### src/rtl/sgram_pkg.sv
package sgram_pkg;
  typedef enum logic [2:0] {
    OP_NOP     = 3'd0,
    OP_ACT     = 3'd1,
    OP_READ    = 3'd2,
    OP_WRITE   = 3'd3,
    OP_BLKWR   = 3'd4,
    OP_PRE     = 3'd5,
    OP_REFRESH = 3'd6,
    OP_MODE    = 3'd7
  } sg_op_e;

  function automatic logic is_access(input sg_op_e op);
    return (op == OP_READ) || (op == OP_WRITE) || (op == OP_BLKWR);
  endfunction
endpackage

### src/rtl/sgram_cmd_decode.sv
module sgram_cmd_decode
  import sgram_pkg::*;
#(
  parameter int ADDR_W = 10,
  parameter int ROW_W  = 9,
  parameter int COL_W  = 8,
  parameter int BANK_W = 1
) (
  input  logic              cke,
  input  logic              cs_n,
  input  logic              ras_n,
  input  logic              cas_n,
  input  logic              we_n,
  input  logic              blk_sel,
  input  logic [ADDR_W-1:0] addr,
  output sg_op_e            op,
  output logic [BANK_W-1:0] bank,
  output logic [ROW_W-1:0]  row,
  output logic [COL_W-1:0]  col,
  output logic              flag
);
  localparam int FLAG_POS = ADDR_W - BANK_W - 1;

  always_comb begin
    op   = OP_NOP;
    bank = '0;
    row  = '0;
    col  = '0;
    flag = 1'b0;
    if (cke && !cs_n) begin
      unique case ({ras_n, cas_n, we_n})
        3'b011: begin
          op   = OP_ACT;
          bank = addr[ADDR_W-1 -: BANK_W];
          row  = addr[ROW_W-1:0];
        end
        3'b101, 3'b100: begin
          if (we_n)         op = OP_READ;
          else if (blk_sel) op = OP_BLKWR;
          else              op = OP_WRITE;
          bank = addr[ADDR_W-1 -: BANK_W];
          col  = addr[COL_W-1:0];
          flag = addr[FLAG_POS];
        end
        3'b010: begin
          op   = OP_PRE;
          bank = addr[ADDR_W-1 -: BANK_W];
          flag = addr[FLAG_POS];
        end
        3'b001:  op = OP_REFRESH;
        3'b000:  op = OP_MODE;
        default: op = OP_NOP;
      endcase
    end
  end
endmodule

### src/rtl/sgram_cmd_gate.sv
module sgram_cmd_gate
  import sgram_pkg::*;
#(
  parameter int NUM_BANKS = 2,
  parameter int BANK_W    = 1
) (
  input  sg_op_e               op,
  input  logic [BANK_W-1:0]    bank,
  input  logic                 flag,
  input  logic [NUM_BANKS-1:0] open_now,
  input  logic                 mode_ready,
  output logic                 illegal,
  output logic [NUM_BANKS-1:0] open_req,
  output logic [NUM_BANKS-1:0] close_req
);
  logic tgt_open;
  logic any_open;

  assign tgt_open = open_now[bank];
  assign any_open = |open_now;

  always_comb begin
    unique case (op)
      OP_ACT:                      illegal = !mode_ready || tgt_open;
      OP_READ, OP_WRITE, OP_BLKWR: illegal = !mode_ready || !tgt_open;
      OP_REFRESH, OP_MODE:         illegal = any_open;
      default:                     illegal = 1'b0;
    endcase
  end

  for (genvar b = 0; b < NUM_BANKS; b++) begin : g_req
    logic hit;
    assign hit = (bank == BANK_W'(b));
    assign open_req[b]  = (op == OP_ACT) && !illegal && hit;
    assign close_req[b] = (is_access(op) && !illegal && flag && hit) ||
                          ((op == OP_PRE) && (flag || hit));
  end
endmodule

### src/rtl/sgram_bank_slot.sv
module sgram_bank_slot #(
  parameter int ROW_W = 9
) (
  input  logic             clk,
  input  logic             rst,
  input  logic             open_req,
  input  logic             close_req,
  input  logic [ROW_W-1:0] row_in,
  output logic             is_open,
  output logic [ROW_W-1:0] row_q
);
  always_ff @(posedge clk) begin
    if (rst) begin
      is_open <= 1'b0;
      row_q   <= '0;
    end else if (open_req) begin
      is_open <= 1'b1;
      row_q   <= row_in;
    end else if (close_req) begin
      is_open <= 1'b0;
      row_q   <= '0;
    end
  end
endmodule

### src/rtl/sgram_cmd_front.sv
module sgram_cmd_front
  import sgram_pkg::*;
#(
  parameter int ADDR_W    = 10,
  parameter int ROW_W     = 9,
  parameter int COL_W     = 8,
  parameter int NUM_BANKS = 2,
  localparam int BANK_W   = $clog2(NUM_BANKS)
) (
  input  logic                       clk,
  input  logic                       rst,
  input  logic                       cke,
  input  logic                       cs_n,
  input  logic                       ras_n,
  input  logic                       cas_n,
  input  logic                       we_n,
  input  logic                       blk_sel,
  input  logic [ADDR_W-1:0]          addr,
  output logic                       cmd_valid,
  output logic [2:0]                 cmd_code,
  output logic [BANK_W-1:0]          cmd_bank,
  output logic [ROW_W-1:0]           cmd_row,
  output logic [COL_W-1:0]           cmd_col,
  output logic                       cmd_flag,
  output logic                       cmd_illegal,
  output logic [NUM_BANKS-1:0]       bank_open,
  output logic [NUM_BANKS*ROW_W-1:0] open_rows,
  output logic                       mode_ready,
  output logic [ADDR_W-1:0]          mode_word
);
  sg_op_e              d_op;
  logic [BANK_W-1:0]   d_bank;
  logic [ROW_W-1:0]    d_row;
  logic [COL_W-1:0]    d_col;
  logic                d_flag;
  logic                d_illegal;
  logic [NUM_BANKS-1:0] open_req;
  logic [NUM_BANKS-1:0] close_req;

  sgram_cmd_decode #(
    .ADDR_W(ADDR_W), .ROW_W(ROW_W), .COL_W(COL_W), .BANK_W(BANK_W)
  ) u_decode (
    .cke(cke), .cs_n(cs_n), .ras_n(ras_n), .cas_n(cas_n), .we_n(we_n),
    .blk_sel(blk_sel), .addr(addr),
    .op(d_op), .bank(d_bank), .row(d_row), .col(d_col), .flag(d_flag)
  );

  sgram_cmd_gate #(
    .NUM_BANKS(NUM_BANKS), .BANK_W(BANK_W)
  ) u_gate (
    .op(d_op), .bank(d_bank), .flag(d_flag), .open_now(bank_open),
    .mode_ready(mode_ready), .illegal(d_illegal),
    .open_req(open_req), .close_req(close_req)
  );

  for (genvar b = 0; b < NUM_BANKS; b++) begin : g_bank
    sgram_bank_slot #(.ROW_W(ROW_W)) u_slot (
      .clk(clk), .rst(rst),
      .open_req(open_req[b]), .close_req(close_req[b]),
      .row_in(d_row),
      .is_open(bank_open[b]),
      .row_q(open_rows[b*ROW_W +: ROW_W])
    );
  end

  always_ff @(posedge clk) begin
    if (rst) begin
      mode_ready <= 1'b0;
      mode_word  <= '0;
    end else if (d_op == OP_MODE && !d_illegal) begin
      mode_ready <= 1'b1;
      mode_word  <= addr;
    end
  end

  always_ff @(posedge clk) begin
    if (rst) begin
      cmd_valid   <= 1'b0;
      cmd_code    <= '0;
      cmd_bank    <= '0;
      cmd_row     <= '0;
      cmd_col     <= '0;
      cmd_flag    <= 1'b0;
      cmd_illegal <= 1'b0;
    end else begin
      cmd_valid   <= cke;
      cmd_code    <= d_op;
      cmd_bank    <= d_bank;
      cmd_row     <= d_row;
      cmd_col     <= d_col;
      cmd_flag    <= d_flag;
      cmd_illegal <= d_illegal;
    end
  end
endmodule

### config.mk
export PLATFORM = sky130hd
export DESIGN_NAME = sgram_cmd_front
export DESIGN_NICKNAME = d
export VERILOG_FILES = /design/src/rtl/sgram_pkg.sv /design/src/rtl/sgram_cmd_decode.sv /design/src/rtl/sgram_cmd_gate.sv /design/src/rtl/sgram_bank_slot.sv /design/src/rtl/sgram_cmd_front.sv
export SDC_FILE = /design/constraint.sdc
export NUM_CORES = 1
export LEC_CHECK = 0
export ABC_AREA = 1
export ABC_CLOCK_PERIOD_IN_PS = 3400
export CORE_ASPECT_RATIO = 1.25
export CORE_UTILIZATION = 40
export DETAILED_ROUTE_END_ITERATION = 16
export GPL_ROUTABILITY_DRIVEN = 0
export PLACE_DENSITY = 0.77
export SETUP_SLACK_MARGIN = 0.5
export SLEW_MARGIN = 20
export SYNTH_ARGS = -nofsm -noshare
export SYNTH_HDL_FRONTEND = slang
export SYNTH_SLANG_ARGS = --single-unit
### constraint.sdc
create_clock -name clk -period 3.4 [get_ports clk]
set_input_delay 0.85 -clock clk [delete_from_list [all_inputs] [get_ports clk]]
set_output_delay 0.85 -clock clk [all_outputs]
set_load 0.02 [all_outputs]
Yosys cells after proc, flatten, opt, wreduce, memory -nomap -nowiden
Cells that the tools add are included.
{ "word_totals": {"regBits": 55, "inputBits": 18, "output_inout_bits": 55, "elab_cells": 83} }
{ "op_classes": {"order_cmp": 1, "eq_ne": 12, "muxes": 21, "bitwise": 3, "reduce_logical": 33} }
{ "ops": {"columns": ["operator", "n"], "rows": [
  ["$mux W9", 6],
  ["$eq A3 B3 Y1 const B", 6],
  ["$pmux W3 S5", 1],
  ["$eq A3 B2 Y1 const B", 4],
  ["$logic_and A1 B1 Y1", 11],
  ["$mux W1", 10],
  ["$mux W3", 3],
  ["$reduce_or A3 Y1", 3],
  ["$logic_or A1 B1 Y1", 8],
  ["$eq A3 B1 Y1 const B", 2],
  ["$reduce_or A2 Y1", 3],
  ["$logic_not A1 Y1", 4],
  ["$reduce_bool A2 Y1", 2],
  ["$reduce_or A4 Y1", 1],
  ["$logic_not A3 Y1", 1],
  ["$not A1 Y1", 3],
  ["$pmux W1 S3", 1],
  ["$lt A1 B2 Y1 const B", 1]
]} }

Logic depth before layout (Yosys ltp)
Gate-level depths: netlist of run 1.
{ "depth": {"word_depth": 16, "mapped_depth": 13, "depth_no_buf": 12} }

By module
A second synthesis of run 1 with hierarchy kept.
{ "hier_totals": {"cells_unflattened": 325, "hier_area_um2": 2378.5} }
{ "modules_own_cells": {"columns": ["mod", "instances", "cells_each", "area_each_um2", "seq_area_each_um2"], "rows": [
  ["sgram_cmd_front", 1, 145, 1157.4, 700.7],
  ["sgram_bank_slot", 2, 43, 351.6, 200.2],
  ["sgram_cmd_decode", 1, 58, 349.1, 0.0],
  ["sgram_cmd_gate", 1, 36, 168.9, 0.0]
]} }

Worst setup path after synthesis of run 1
Ideal clock, no wire load.
{ "synth_timing": {"path_kind": "input to register", "startpoint": "in cs_n", "endpoint": "reg mode_word[7]", "setup_time_ns": 0.132, "arrival_time_ns": 1.953, "required_ns": 3.268, "slack_ns": 1.315, "path_stages": 13, "n_path_buf": 1, "path_cell_list": "inv_2 > nand2_2 > nor2_2 > nand2_4 > nand2_1 > nand3_1 > nand2_2 > inv_2 > nor2_4 > nand2_2 > buf_6 > nand2_1 > a21oi_1"} }
{ "synth_between": {"elab_chain_cells": 10, "word_cells_on_any_way": 20, "classes_between": "6 x eq/ne; 5 x mux; 9 x reduce/logical"} }
{ "synth_lines": {"columns": ["item", "line", "text"], "rows": [
  ["start: declaration", "sgram_cmd_front.sv:13", "input logic cs_n,"],
  ["$logic_not A1 Y1 *", "sgram_cmd_decode.sv:30", "if (cke && !cs_n) begin"],
  ["$logic_and A1 B1 Y1 *", "sgram_cmd_decode.sv:30", null],
  ["$mux W1", "sgram_cmd_decode.sv:30", null],
  ["$mux W1 (implied by the code) (2 in series)", "sgram_cmd_gate.sv:19", "assign tgt_open = open_now[bank];"],
  ["$logic_not A1 Y1", "sgram_cmd_gate.sv:25", "OP_READ, OP_WRITE, OP_BLKWR: illegal = !mode_ready || !tgt_open;"],
  ["$logic_or A1 B1 Y1", "sgram_cmd_gate.sv:25", null],
  ["$pmux W1 S3", "sgram_cmd_gate.sv:23", "unique case (op)"],
  ["$logic_not A1 Y1", "sgram_cmd_front.sv:70", "end else if (d_op == OP_MODE && !d_illegal) begin"],
  ["$logic_and A1 B1 Y1 *", "sgram_cmd_front.sv:70", null],
  ["end signal: assignment", "sgram_cmd_front.sv:72", "mode_word <= addr;"],
  ["end: declaration", "sgram_cmd_front.sv:29", "output logic [ADDR_W-1:0] mode_word"]
]} }
Mark *: on every way between the ends. The rest lies on a longest branch, timed or not. The select of a mux whose other input is x is not followed.
A chain may end at the register's enable or synchronous reset.

Worst setup path in the final report of run 1
{ "layout_timing": {"startpoint": "in cas_n", "endpoint": "reg g_bank[1].u_slot.row_q[8]"} }
{ "layout_between": {"elab_chain_cells": 15, "word_cells_on_any_way": 45, "classes_between": "12 x eq/ne; 12 x mux; 21 x reduce/logical"} }
{ "layout_lines": {"columns": ["item", "line", "text"], "rows": [
  ["start: declaration", "sgram_cmd_front.sv:15", "input logic cas_n,"],
  ["parallel branches: the longest is 15 deep, another holds $pmux W3 S5", null, null],
  ["end signal: assignment", "sgram_bank_slot.sv:18", "row_q <= row_in;"],
  ["end: declaration", "sgram_bank_slot.sv:10", "output logic [ROW_W-1:0] row_q"]
]} }
Several ways; the timed one is not identified. The select of a mux whose other input is x is not followed.

==> run metrics, run 1 <==
switching power 0.2602 mW; post-route DRC violation count 0; Primary FF master, synth dfxtp_1; largest net degree at the start of global routing 21; Clk Latency, worst-skew pair about 310 ps; slowest CP cell clkdlybuf4s50_1; CP Data Arrival Time roughly 2900 ps; syn avg cell area approximately 7.8 um^2; met1 capacity usage during global routing between 20% and 30%; Max Slew Vio Count 0; RSZ-0062 raised after global routing false; Root Buffer clkbuf_8; Antenna Nets Post-Route 0; Reg power frac between 50 and 60%; # setup viols final 0; I/O pins 73; fmax 376.7 MHz; Starting DRT DRC Count 145; Max Buffers Root-to-Sink 2; CP required ~3600 ps; total gr overflow 0; clock skew approximately 6.2 ps; share of cells above drive strength 1 around 9%; via count around 2,000; setup TNS 0 ps; Combinational Power Share 6.9%; Async S/R FF share, synth 0%; dpl hpwl 3943 um; Port Buffer Count 72; Fillers 489; CTS sink cnt 55; VDD IR max 259.0 uV; fin crit share 78.07%; CP endpoint kind flip-flop; Max-Cap Viols 0; switching fraction of total power approximately 22%; Worst Path Buf+Inv 1; Clk pwr share a little under two fifths; synthesized instance count 278; die area 5728 um^2; PostCTS Resize Cnt 0; worst setup path class in -> reg; CTS Hold Bufs 0; GR peak layer met2; Layout Nets between 300 and 400; CP Max Fanout 13; Setup Fix Bufs, Post-CTS 0; Initial Utilization between 40 and 50%; first-pass GRT wire length just under 9000 um; GR Util All Layers between 10% and 20%; core region area 5152 um^2; Power Density between 300 and 400 nW/um^2; Crit path largest cell delay approximately 470 ps; Slew headroom about three fifths; post-synthesis sequential area ratio about half; met2 Track Usage GR 33.75%; first-pass iteration count of the detailed router 4; critical path cell sequence clkdlybuf4s50_1, nand2_1, nand2_1, a21oi_2, nor2_2, nand2_1, nand2_2, nor2_4, nand3_2, nand3b_1, nand2_1; Final Hold Fails 0; Hold Crit Class reg -> reg; Leak 1.252 nW; count of different cell masters after synthesis 23; crit-path leading delay family simple AND/OR/NAND/NOR gates; grt met3 use ~4.2%; critical path launch point type primary input; final hold slack ~470 ps; Ant. Diodes 0; Netlist Area Pre-Place about 2200 um^2; die width ~68 um; CTS tree yes; clock slew seen by the registers of the worst setup and hold paths 100 ps; Most common cell on crit path nand2_1; Yosys reg bits between 50 and 60; Area growth syn-to-layout 40.40%; H-tree Lvls 2; Worst-Margin Slew 588.1 ps; vias in the first global route roughly 1,900; Post-synth EDFFs 0; Syn Nets about 300; Via density about 4.9; CTS Buf Count 5; synth warn 0; # rows 29; P_int 0.9237 mW; Final Critical Period around 2700 ps; Routed WL about 5200 um; status finished clean; antenna violations before repair 0; Die Height about 84 um; Routed wire per std cell about 13 um
state kept, by name, summed over array words and instances (netlist names):
signal	flops
mode_ready	1
cmd_code	3
cmd_row	9
cmd_bank	1
cmd_valid	1
cmd_flag	1
g_bank.u_slot.row_q	18
mode_word	10
cmd_col	8
g_bank.u_slot.is_open	2
cmd_illegal	1
worst min-delay path, stage by stage (launching register included):
cell     delay, ps
dfxtp_1        320
nand2_1         60
a21oi_1         50
worst paths after layout:
check	startpoint	endpoint	slack, ps	cells after the start
min reg2reg	mode_word[3]$_SDFFE_PP0P_	mode_word[3]$_SDFFE_PP0P_	470	2
max reg2reg	g_bank[1].u_slot.is_open$_SDFFE_PP0P_	g_bank[1].u_slot.row_q[8]$_SDFFE_PP0P_	1710	9
min	mode_word[3]$_SDFFE_PP0P_	mode_word[3]$_SDFFE_PP0P_	470	2
max	cas_n	g_bank[1].u_slot.row_q[8]$_SDFFE_PP0P_	750	11
metal layers:
metal	part of all wire [%]	wire length (um)
met5	0	0
met4	1.5	76
met3	5.8	304
met2	51	2657
met1	42	2201
stage by stage:
step           instance area (um^2)  utilization, %  cells  worst slack [ps]  total power [mW]
2_1_floorplan                  2171               -    278              1315            0.7050
3_3_place_gp                   2927           56.80    405             527.3            0.7432
3_5_place_dp                   2927           56.80    405             427.3            0.7445
4_1_cts                        3048           59.15    413             755.0             1.191
5_1_grt                        3048           59.15    413             524.8             1.229
6_report                       3048           59.15    413             745.6             1.184
cells by family after synthesis:
| family | count (synthesis) | synth area share [%] |
|---|---|---|
| and+or+nand+nor | 170 | 37.81 |
| buffers and inverters | 35 | 7.147 |
| DFF | 55 | 50.72 |
| AOI/OAI and AO/OA | 18 | 4.323 |
cells in the mapped netlist, types with 2 or more instances:
library cell / number / share of area, %
nand3_1: 20 / 4.6
buf_6: 2 / 1.0
clkbuf_1: 4 / 0.69
o21ai_0: 2 / 0.46
nand3b_1: 18 / 6.2
nor2_4: 3 / 1.6
nand2_1: 76 / 13
nand3_2: 2 / 0.92
nand4_1: 2 / 0.58
nor2_1: 33 / 5.7
inv_2: 2 / 0.35
nand2_2: 7 / 2.0
nor2_2: 4 / 1.2
buf_4: 2 / 0.69
inv_1: 24 / 4.2
nor4_1: 2 / 0.58
dfxtp_1: 55 / 51
a21oi_1: 15 / 3.5
power by group through the flow:
stage | Clock [mW] | Combinational [mW] | Sequential [mW]
floorplan | 0 | 0.0359 | 0.669
global route | 0.491 | 0.0879 | 0.650
detailed placement | 0 | 0.0806 | 0.664
finish | 0.454 | 0.0811 | 0.649
CTS | 0.461 | 0.0810 | 0.649
global placement | 0 | 0.0794 | 0.664
final cells by class:
class,count,area (um^2),share of cell area [%]
clock inverter,2,38.79,1.273
multi-input combinational,188,914.6,30.01
timing repair buffer,74,735.7,24.14
sequential,55,1101,36.12
clock buffer,6,82.58,2.709
inverter,26,97.59,3.202
tap,62,77.57,2.545
cells in the final DEF (no fill, tap or decap):
| cell | count |
|---|---|
| bufinv_16 | 1 |
| nand2_4 | 1 |
| dfxtp_1 | 55 |
| a21oi_2 | 1 |
| nor3_1 | 1 |
| a21oi_1 | 15 |
| nor2_2 | 4 |
| nand4_1 | 2 |
| clkbuf_8 | 6 |
| nand3_1 | 20 |
| buf_4 | 2 |
| nand3_2 | 2 |
| inv_6 | 1 |
| o21ai_0 | 2 |
| inv_1 | 24 |
| nand4_2 | 1 |
| nor2_4 | 3 |
| nor2_1 | 33 |
| nor4_1 | 2 |
| nand2_2 | 7 |
| nand3b_1 | 18 |
| nand2_1 | 76 |
| clkdlybuf4s50_1 | 72 |
| inv_2 | 2 |
Note: power is estimated with default switching activity, not from simulation.
==> run 2, diff against run 1 <==
--- a/config.mk
+++ b/config.mk
@@ -6,7 +6,7 @@
 export NUM_CORES = 1
 export LEC_CHECK = 0
 export ABC_AREA = 1
-export ABC_CLOCK_PERIOD_IN_PS = 3400
+export ABC_CLOCK_PERIOD_IN_PS = 2800
 export CORE_ASPECT_RATIO = 1.25
 export CORE_UTILIZATION = 40
 export DETAILED_ROUTE_END_ITERATION = 16
==> constraint.sdc (replaced) <==
create_clock -name clk -period 2.8 [get_ports clk]
set_input_delay 0.7 -clock clk [delete_from_list [all_inputs] [get_ports clk]]
set_output_delay 0.7 -clock clk [all_outputs]
set_load 0.02 [all_outputs]
==> run 2 against run 1 <==
Compared with the run above:
- worst setup slack got worse by 180 ps
- sequential power increased by 21%
- critical path type unchanged
- die area unchanged
- via count about the same
- highest routed layer unchanged
- critical path depth increased by 1
- total power increased by 14%
- sequential share of layout area decreased by 1.3 points
- count of clock-buffer cells in the layout decreased by 1
==> run metrics, run 2 (same netlist as run 1, synthesis figures left out) <==
Slew headroom 59.76% (was 60.75%); Non-Filler Instances 421 (was 413); first-pass GRT wire length 8487 um (was 8749 um); I/O pins 73 (unchanged); Largest register FFs 18 (unchanged); grt met3 use 3.397% (was 4.212%); die width 67.89 um (unchanged); commonest non-fill, non-tap cells in the layout nand2_1 (75), clkdlybuf4s50_1 (69), dfxtp_1 (55), nor2_1 (32), inv_1 (23) (was nand2_1 (76), clkdlybuf4s50_1 (72), dfxtp_1 (55), nor2_1 (33), inv_1 (24)); Max-Cap Viols 0 (unchanged); vias in the first global route 1,847 (was 1,939); RSZ-0062 raised after global routing true (was false); leading cell type in the layout, fill and taps excluded nand2_1 (unchanged); VDD IR max 272.1 uV (was 259.0 uV); Starting DRT DRC Count 140 (was 145); worst setup path class in -> reg (unchanged); fin crit share about four fifths; dpl hpwl 3942 um (was 3943 um); CTS Buf Count 5 (unchanged); Top reg by flops g_bank.u_slot.row_q (unchanged); Die Height 84.37 um (unchanged); clock slew seen by the registers of the worst setup and hold paths 100 ps (about the same); Ant. Diodes 0 (unchanged); Routed wire per std cell 12.81 um (was 12.68 um); post-route DRC violation count 0 (unchanged); clock skew 9.514 ps (was 6.201 ps); Hold Crit Class reg -> reg (unchanged); met1 capacity usage during global routing 24.18% (was 24.24%); # setup viols final 0 (unchanged); CTS sink cnt 55 (unchanged); Tot Pwr 1.346 mW (was 1.184 mW); CTS Hold Bufs 0 (unchanged); first-pass iteration count of the detailed router 4 (unchanged); Post-DP Area 2934 um^2 (was 2927 um^2); Initial Utilization 42.13% (unchanged); fmax around 450 MHz; Leak 1.326 nW (was 1.252 nW); CP Max Fanout 10 (was 13); Via density 4.796 (was 4.886); CP endpoint kind flip-flop (unchanged); Final Hold Fails 0 (unchanged); # rows 29 (unchanged); met2 Track Usage GR 32.31% (was 33.75%); placed cells 406 (was 405); GR Util All Layers 19.42% (was 19.84%); Final Cell Area 3161 um^2 (was 3048 um^2); Port Buffer Count 72 (unchanged); Power Density 425.7 nW/um^2 (was 388.4 nW/um^2); CP Data Arrival Time 2480 ps (was 2860 ps); Clk Latency, worst-skew pair 310 ps (about the same); Area growth syn-to-layout 45.59% (was 40.40%); Fillers 481 (was 489); antenna violations before repair 0 (unchanged); Util after Layout 61.34% (was 59.15%); Final Critical Period 2235 ps; dpl ws 162.3 ps (was 427.3 ps); Routed WL 5393 um (was 5238 um); GR peak layer met2 (unchanged); setup TNS 0 ps (unchanged); total gr overflow 0 (unchanged); Storage cell area 1101 um^2 (unchanged); final setup margin 564.8 ps (was 745.6 ps); largest net degree at the start of global routing 21 (unchanged); area taken by multi-input logic gates 980.9 um^2 (was 914.6 um^2); Root Buffer clkbuf_8 (unchanged); Worst-Margin Slew 603.0 ps (was 588.1 ps); CTS tree yes (unchanged); critical path launch point type primary input (unchanged); Max Slew Vio Count 0 (unchanged); die area 5728 um^2 (unchanged); Antenna Nets Post-Route 0 (unchanged); status finished clean (unchanged); CP required 3050 ps (was 3610 ps); final hold slack 473.1 ps (was 470.6 ps); H-tree Lvls 2 (unchanged); via count 2,019 (was 2,018); Max Buffers Root-to-Sink 2 (unchanged); Layout Nets 376 (was 368); core region area 5152 um^2 (unchanged); share of cells above drive strength 1 12.26% (was 8.832%); biggest regs g_bank.u_slot.row_q: 18 flops, mode_word: 10 flops, cmd_row: 9 flops (unchanged)
==> run 2: cell count changes in the layout (fill, tap and decap cells not counted), moves of 2 or more <==
cell and change:
buf_4 +5, clkdlybuf4s50_1 -3, dlymetal6s2s_1 +3, nand2_4 +2, nand3_4 +2, nor2_4 +2
==> run 2: metal layers <==
metal | share of wire (%) | wire [um]
met5 | 0 | 0
met4 | 1.2 | 63
met3 | 5.0 | 268
met2 | 52 | 2794
met1 | 42 | 2266
==> run 2: repair_timing <==
| item | in CTS | in global routing |
|---|---|---|
| pin swaps | 0 | 6 |
| gates cloned | 0 | 1 |
| setup buffers | 0 | 6 |
| endpoints found under the setup margin | 7 | 31 |
| gates resized for setup | 0 | 17 |
| hold endpoints to repair | 0 | 0 |
==> run 2: where the power goes <==
part,switching [mW],internal (mW)
sequential,0.00152,0.787
clock,0.262,0.180
combinational,0.0656,0.0495
==> run 2: final cells by class <==
cell class / instances / area share [%]
timing repair buffer: 81 / 25.69
tap: 62 / 2.454
sequential: 55 / 34.84
clock inverter: 3 / 0.7126
inverter: 26 / 3.088
clock buffer: 5 / 2.177
multi-input combinational: 189 / 31.04
==> run 2: critical path, stage by stage <==
cell and delay (ps):
clkdlybuf4s50_1 460, inv_1 110, nand3_1 130, a21oi_2 230, nor2_4 80, nand2_1 80
nand2_2 70, nor2_4 130, buf_12 140, buf_6 130, nand3_1 70, a21oi_1 150
==> run 2: path summary, 6_finish.rpt <==
check                           slack, ps                         to  cells past startpoint                             startpoint
worst min register to register        470  mode_word[6]$_SDFFE_PP0P_                      2              mode_word[6]$_SDFFE_PP0P_
worst min-delay path                  470  mode_word[6]$_SDFFE_PP0P_                      2              mode_word[6]$_SDFFE_PP0P_
worst max-delay path                  560  mode_word[4]$_SDFFE_PP0P_                     12                                   we_n
worst max register to register       1370  mode_word[4]$_SDFFE_PP0P_                     10  g_bank[1].u_slot.is_open$_SDFFE_PP0P_
==> run 3, diff against run 2 <==
--- a/config.mk
+++ b/config.mk
@@ -6,12 +6,12 @@
 export NUM_CORES = 1
 export LEC_CHECK = 0
 export ABC_AREA = 1
-export ABC_CLOCK_PERIOD_IN_PS = 2800
+export ABC_CLOCK_PERIOD_IN_PS = 2000
 export CORE_ASPECT_RATIO = 1.25
 export CORE_UTILIZATION = 40
 export DETAILED_ROUTE_END_ITERATION = 16
 export GPL_ROUTABILITY_DRIVEN = 0
-export PLACE_DENSITY = 0.77
+export PLACE_DENSITY = 0.79
 export SETUP_SLACK_MARGIN = 0.5
 export SLEW_MARGIN = 20
 export SYNTH_ARGS = -nofsm -noshare
==> constraint.sdc (replaced) <==
create_clock -name clk -period 2 [get_ports clk]
set_input_delay 0.5 -clock clk [delete_from_list [all_inputs] [get_ports clk]]
set_output_delay 0.5 -clock clk [all_outputs]
set_load 0.02 [all_outputs]
==> run 3 against run 2 <==
Compared with the run above:
- core utilization up 8.2 points
- flip-flop and latch count unchanged
- worst setup slack worse by 360 ps
- non-clock buffer count up 21
- global-route usage up 6.1 points
- count of clock-buffer cells in the layout unchanged
- cell count up 6.2%
- via count up 14%
- sequential share of layout area down 4.0 points
- largest power group unchanged
- highest routed layer unchanged
==> run metrics, run 3 (same netlist as run 1, synthesis figures left out) <==
# rows 29 (unchanged); critical path cell sequence buf_6, buf_8, inv_16, nand2_8, buf_12, a21oi_4, nor2_4, nand2_2, nand2_2, nor2_4, buf_12, nand3_4, nand3b_1, nand2_1 (was clkdlybuf4s50_1, inv_1, nand3_1, a21oi_2, nor2_4, nand2_1, nand2_2, nor2_4, buf_12, buf_6, nand3_1, a21oi_1); Max Buffers Root-to-Sink 2 (unchanged); Ant. Diodes 0 (unchanged); Routed WL 7118 um (was 5393 um); Hold Crit Depth 2 (unchanged); CP Max Fanout 8 (was 10); slowest CP cell buf_12 (was clkdlybuf4s50_1); Crit path largest cell delay 180 ps (was 460 ps); antenna violations before repair 0 (unchanged); Slew headroom 69.69% (was 59.76%); first-pass iteration count of the detailed router 5 (was 4); Non-Filler Instances 447 (was 421); Crit path depth 14 (was 12); H-tree Lvls 2 (unchanged); GR Util All Layers 25.51% (was 19.42%); switching fraction of total power 26.74% (was 24.50%); Root Buffer clkbuf_8 (unchanged); CP endpoint kind flip-flop (unchanged); # setup viols final 0 (unchanged); CP required 2200 ps (was 3050 ps); dpl hpwl 4104 um (was 3942 um); fin crit share approximately nine tenths; P_int 1.452 mW (was 1.016 mW); Final Critical Period 1795 ps; die width 67.89 um (unchanged); RSZ-0062 raised after global routing true (unchanged); Leak 1.569 nW (was 1.326 nW); post-route DRC violation count 0 (unchanged); critical path launch point type primary input (unchanged); worst setup path class in -> reg (unchanged); clock skew 5.321 ps (was 9.514 ps); die area 5728 um^2 (unchanged); Area growth syn-to-layout 65.07% (was 45.59%); Port Buffer Count 72 (unchanged); fmax 557.1 MHz; final setup margin 205.1 ps (was 564.8 ps); Initial Utilization 42.13% (unchanged); largest net degree at the start of global routing 19 (was 21); CTS Buf Count 5 (unchanged); via count 2,293 (was 2,019); leading cell type in the layout, fill and taps excluded nand2_1 (unchanged); Top reg by flops g_bank.u_slot.row_q (unchanged); Final Cell Area 3583 um^2 (was 3161 um^2); placed cells 423 (was 406); VDD IR max 394.2 uV (was 272.1 uV); Worst Path Buf+Inv 5 (was 4); core region area 5152 um^2 (unchanged); share of cells above drive strength 1 36.88% (was 12.26%); R2R Path Start g_bank[1].u_slot.is_open$_SDFFE_PP0P_ (unchanged); r2r setup slk 480 ps (was 1370 ps); Via density 5.130 (was 4.796); Layout Nets 402 (was 376); Final Hold Fails 0 (unchanged); final hold slack 480.3 ps (was 473.1 ps); status finished clean (unchanged); Largest register FFs 18 (unchanged); I/O pins 73 (unchanged); Antenna Nets Post-Route 0 (unchanged); Clk pwr share 32.6% (was 32.9%); Post-DP Area 3127 um^2 (was 2934 um^2); Max Slew Vio Count 0 (unchanged); reg2reg end g_bank[0].u_slot.row_q[4]$_SDFFE_PP0P_ (was mode_word[4]$_SDFFE_PP0P_); crit-path leading delay family simple AND/OR/NAND/NOR gates (was buffers and inverters); Die Height 84.37 um (unchanged); commonest non-fill, non-tap cells in the layout nand2_1 (69), dfxtp_1 (52), nor2_1 (26), buf_4 (23) (was nand2_1 (75), clkdlybuf4s50_1 (69), dfxtp_1 (55), nor2_1 (32), inv_1 (23)); worst r2r path cells 10 (unchanged); clock slew seen by the registers of the worst setup and hold paths 100 ps (about the same); dpl ws -408.6 ps (was 162.3 ps); CP Data Arrival Time 2000 ps (was 2480 ps); vias in the first global route 2,382 (was 1,847); Max-Cap Viols 0 (unchanged); Clk Latency, worst-skew pair 310 ps (about the same); Routed wire per std cell 15.92 um (was 12.81 um); Starting DRT DRC Count 228 (was 140); switching power 0.5299 mW (was 0.3296 mW); Hold Crit Class reg -> reg (unchanged); Worst-Margin Slew 454.7 ps (was 603.0 ps); critical hold path startpoint mode_word[7]$_SDFFE_PP0P_ (was mode_word[6]$_SDFFE_PP0P_); CTS sink cnt 55 (unchanged); total gr overflow 0 (unchanged); Worst Hold Endpoint mode_word[7]$_SDFFE_PP0P_ (was mode_word[6]$_SDFFE_PP0P_); CTS tree yes (unchanged); first-pass GRT wire length 11,140 um (was 8487 um); Power Density 553.1 nW/um^2 (was 425.7 nW/um^2); Combinational Power Share 11.8% (was 8.6%); biggest regs g_bank.u_slot.row_q: 18 flops, mode_word: 10 flops, cmd_row: 9 flops (unchanged); Reg power frac 55.7% (was 58.6%)
[run 3: changes by cell type in the layout (fill, tap and decap cells not counted), sizes merged, moves of 2 or more]
cell,change
buf,+25
clkinvlp,+3
clkdlybuf4s15,+23
nor2,+2
dlymetal6s2s,-3
clkbuf,+16
dlygate4sd2,+20
clkdlybuf4s50,-60
[run 3: worst min-delay path, cell delays in order (launching register included)]
cell	delay [ps]
dfxtp_1	330
nand2_1	70
a21oi_2	40
[run 3: worst max-delay path by stage]
stage | from | to | slack (ps)
6_report | cs_n | g_bank[0].u_slot.row_q[4]$_SDFFE_PP0P_ | 210
4_1_cts | cs_n | g_bank[1].u_slot.row_q[1]$_SDFFE_PP0P_ | 290
5_1_grt | cs_n | g_bank[0].u_slot.row_q[4]$_SDFFE_PP0P_ | 150
3_3_place_gp | cas_n | mode_word[5]$_SDFFE_PP0P_ | -380
3_5_place_dp | cs_n | g_bank[0].u_slot.is_open$_SDFFE_PP0P_ | -410
2_1_floorplan | cs_n | mode_word[7]$_SDFFE_PP0P_ | 310
[run 3: power by group through the flow]
stage | logic, mW | clock network [mW] | registers, mW
after global placement | 0.166 | 0 | 1.13
final | 0.233 | 0.646 | 1.10
after floorplan | 0.0709 | 0 | 1.14
after detailed placement | 0.169 | 0 | 1.13
after CTS | 0.217 | 0.647 | 1.10
after global routing | 0.246 | 0.697 | 1.10
[run 3: layout make-up]
cell class	instances	area (um^2)
Clock buffer	5	68.82
Clock inverter	3	23.77
Fill cell	395	1569
Inverter	26	117.6
Multi-Input combinational cell	193	1304
Sequential cell	55	1105
Tap cell	62	77.57
Timing Repair Buffer	102	879.6
Timing Repair inverter	1	7.507
[run 3: per-layer routing]
layer | vias to the layer above | wire length [um] | GRT usage [%]
met1 | 1077 | 2734 | 28.68
met4 | 0 | 254 | 11.93
met5 | - | 0 | 0
li1 | 1096 | - | -
met3 | 22 | 338 | 3.668
met2 | 98 | 3790 | 45.45
[run 3: stage by stage]
stage | setup TNS [ps] | power (mW) | util (%)
finish | 0 | 1.982 | 69.55
global placement | -11540 | 1.295 | 60.68
floorplan | 0 | 1.208 | -
CTS | 0 | 1.967 | 69.06
global route | 0 | 2.048 | 69.55
detailed placement | -12750 | 1.298 | 60.68
[run 3: what timing repair did]
| item | in CTS | in global routing |
|---|---|---|
| gates cloned | 8 | 0 |
| setup endpoints to repair | 105 | 69 |
| hold buffers | 0 | 0 |
| buffers inserted | 7 | 1 |
| gates resized for setup | 154 | 63 |
| pin swaps | 32 | 20 |
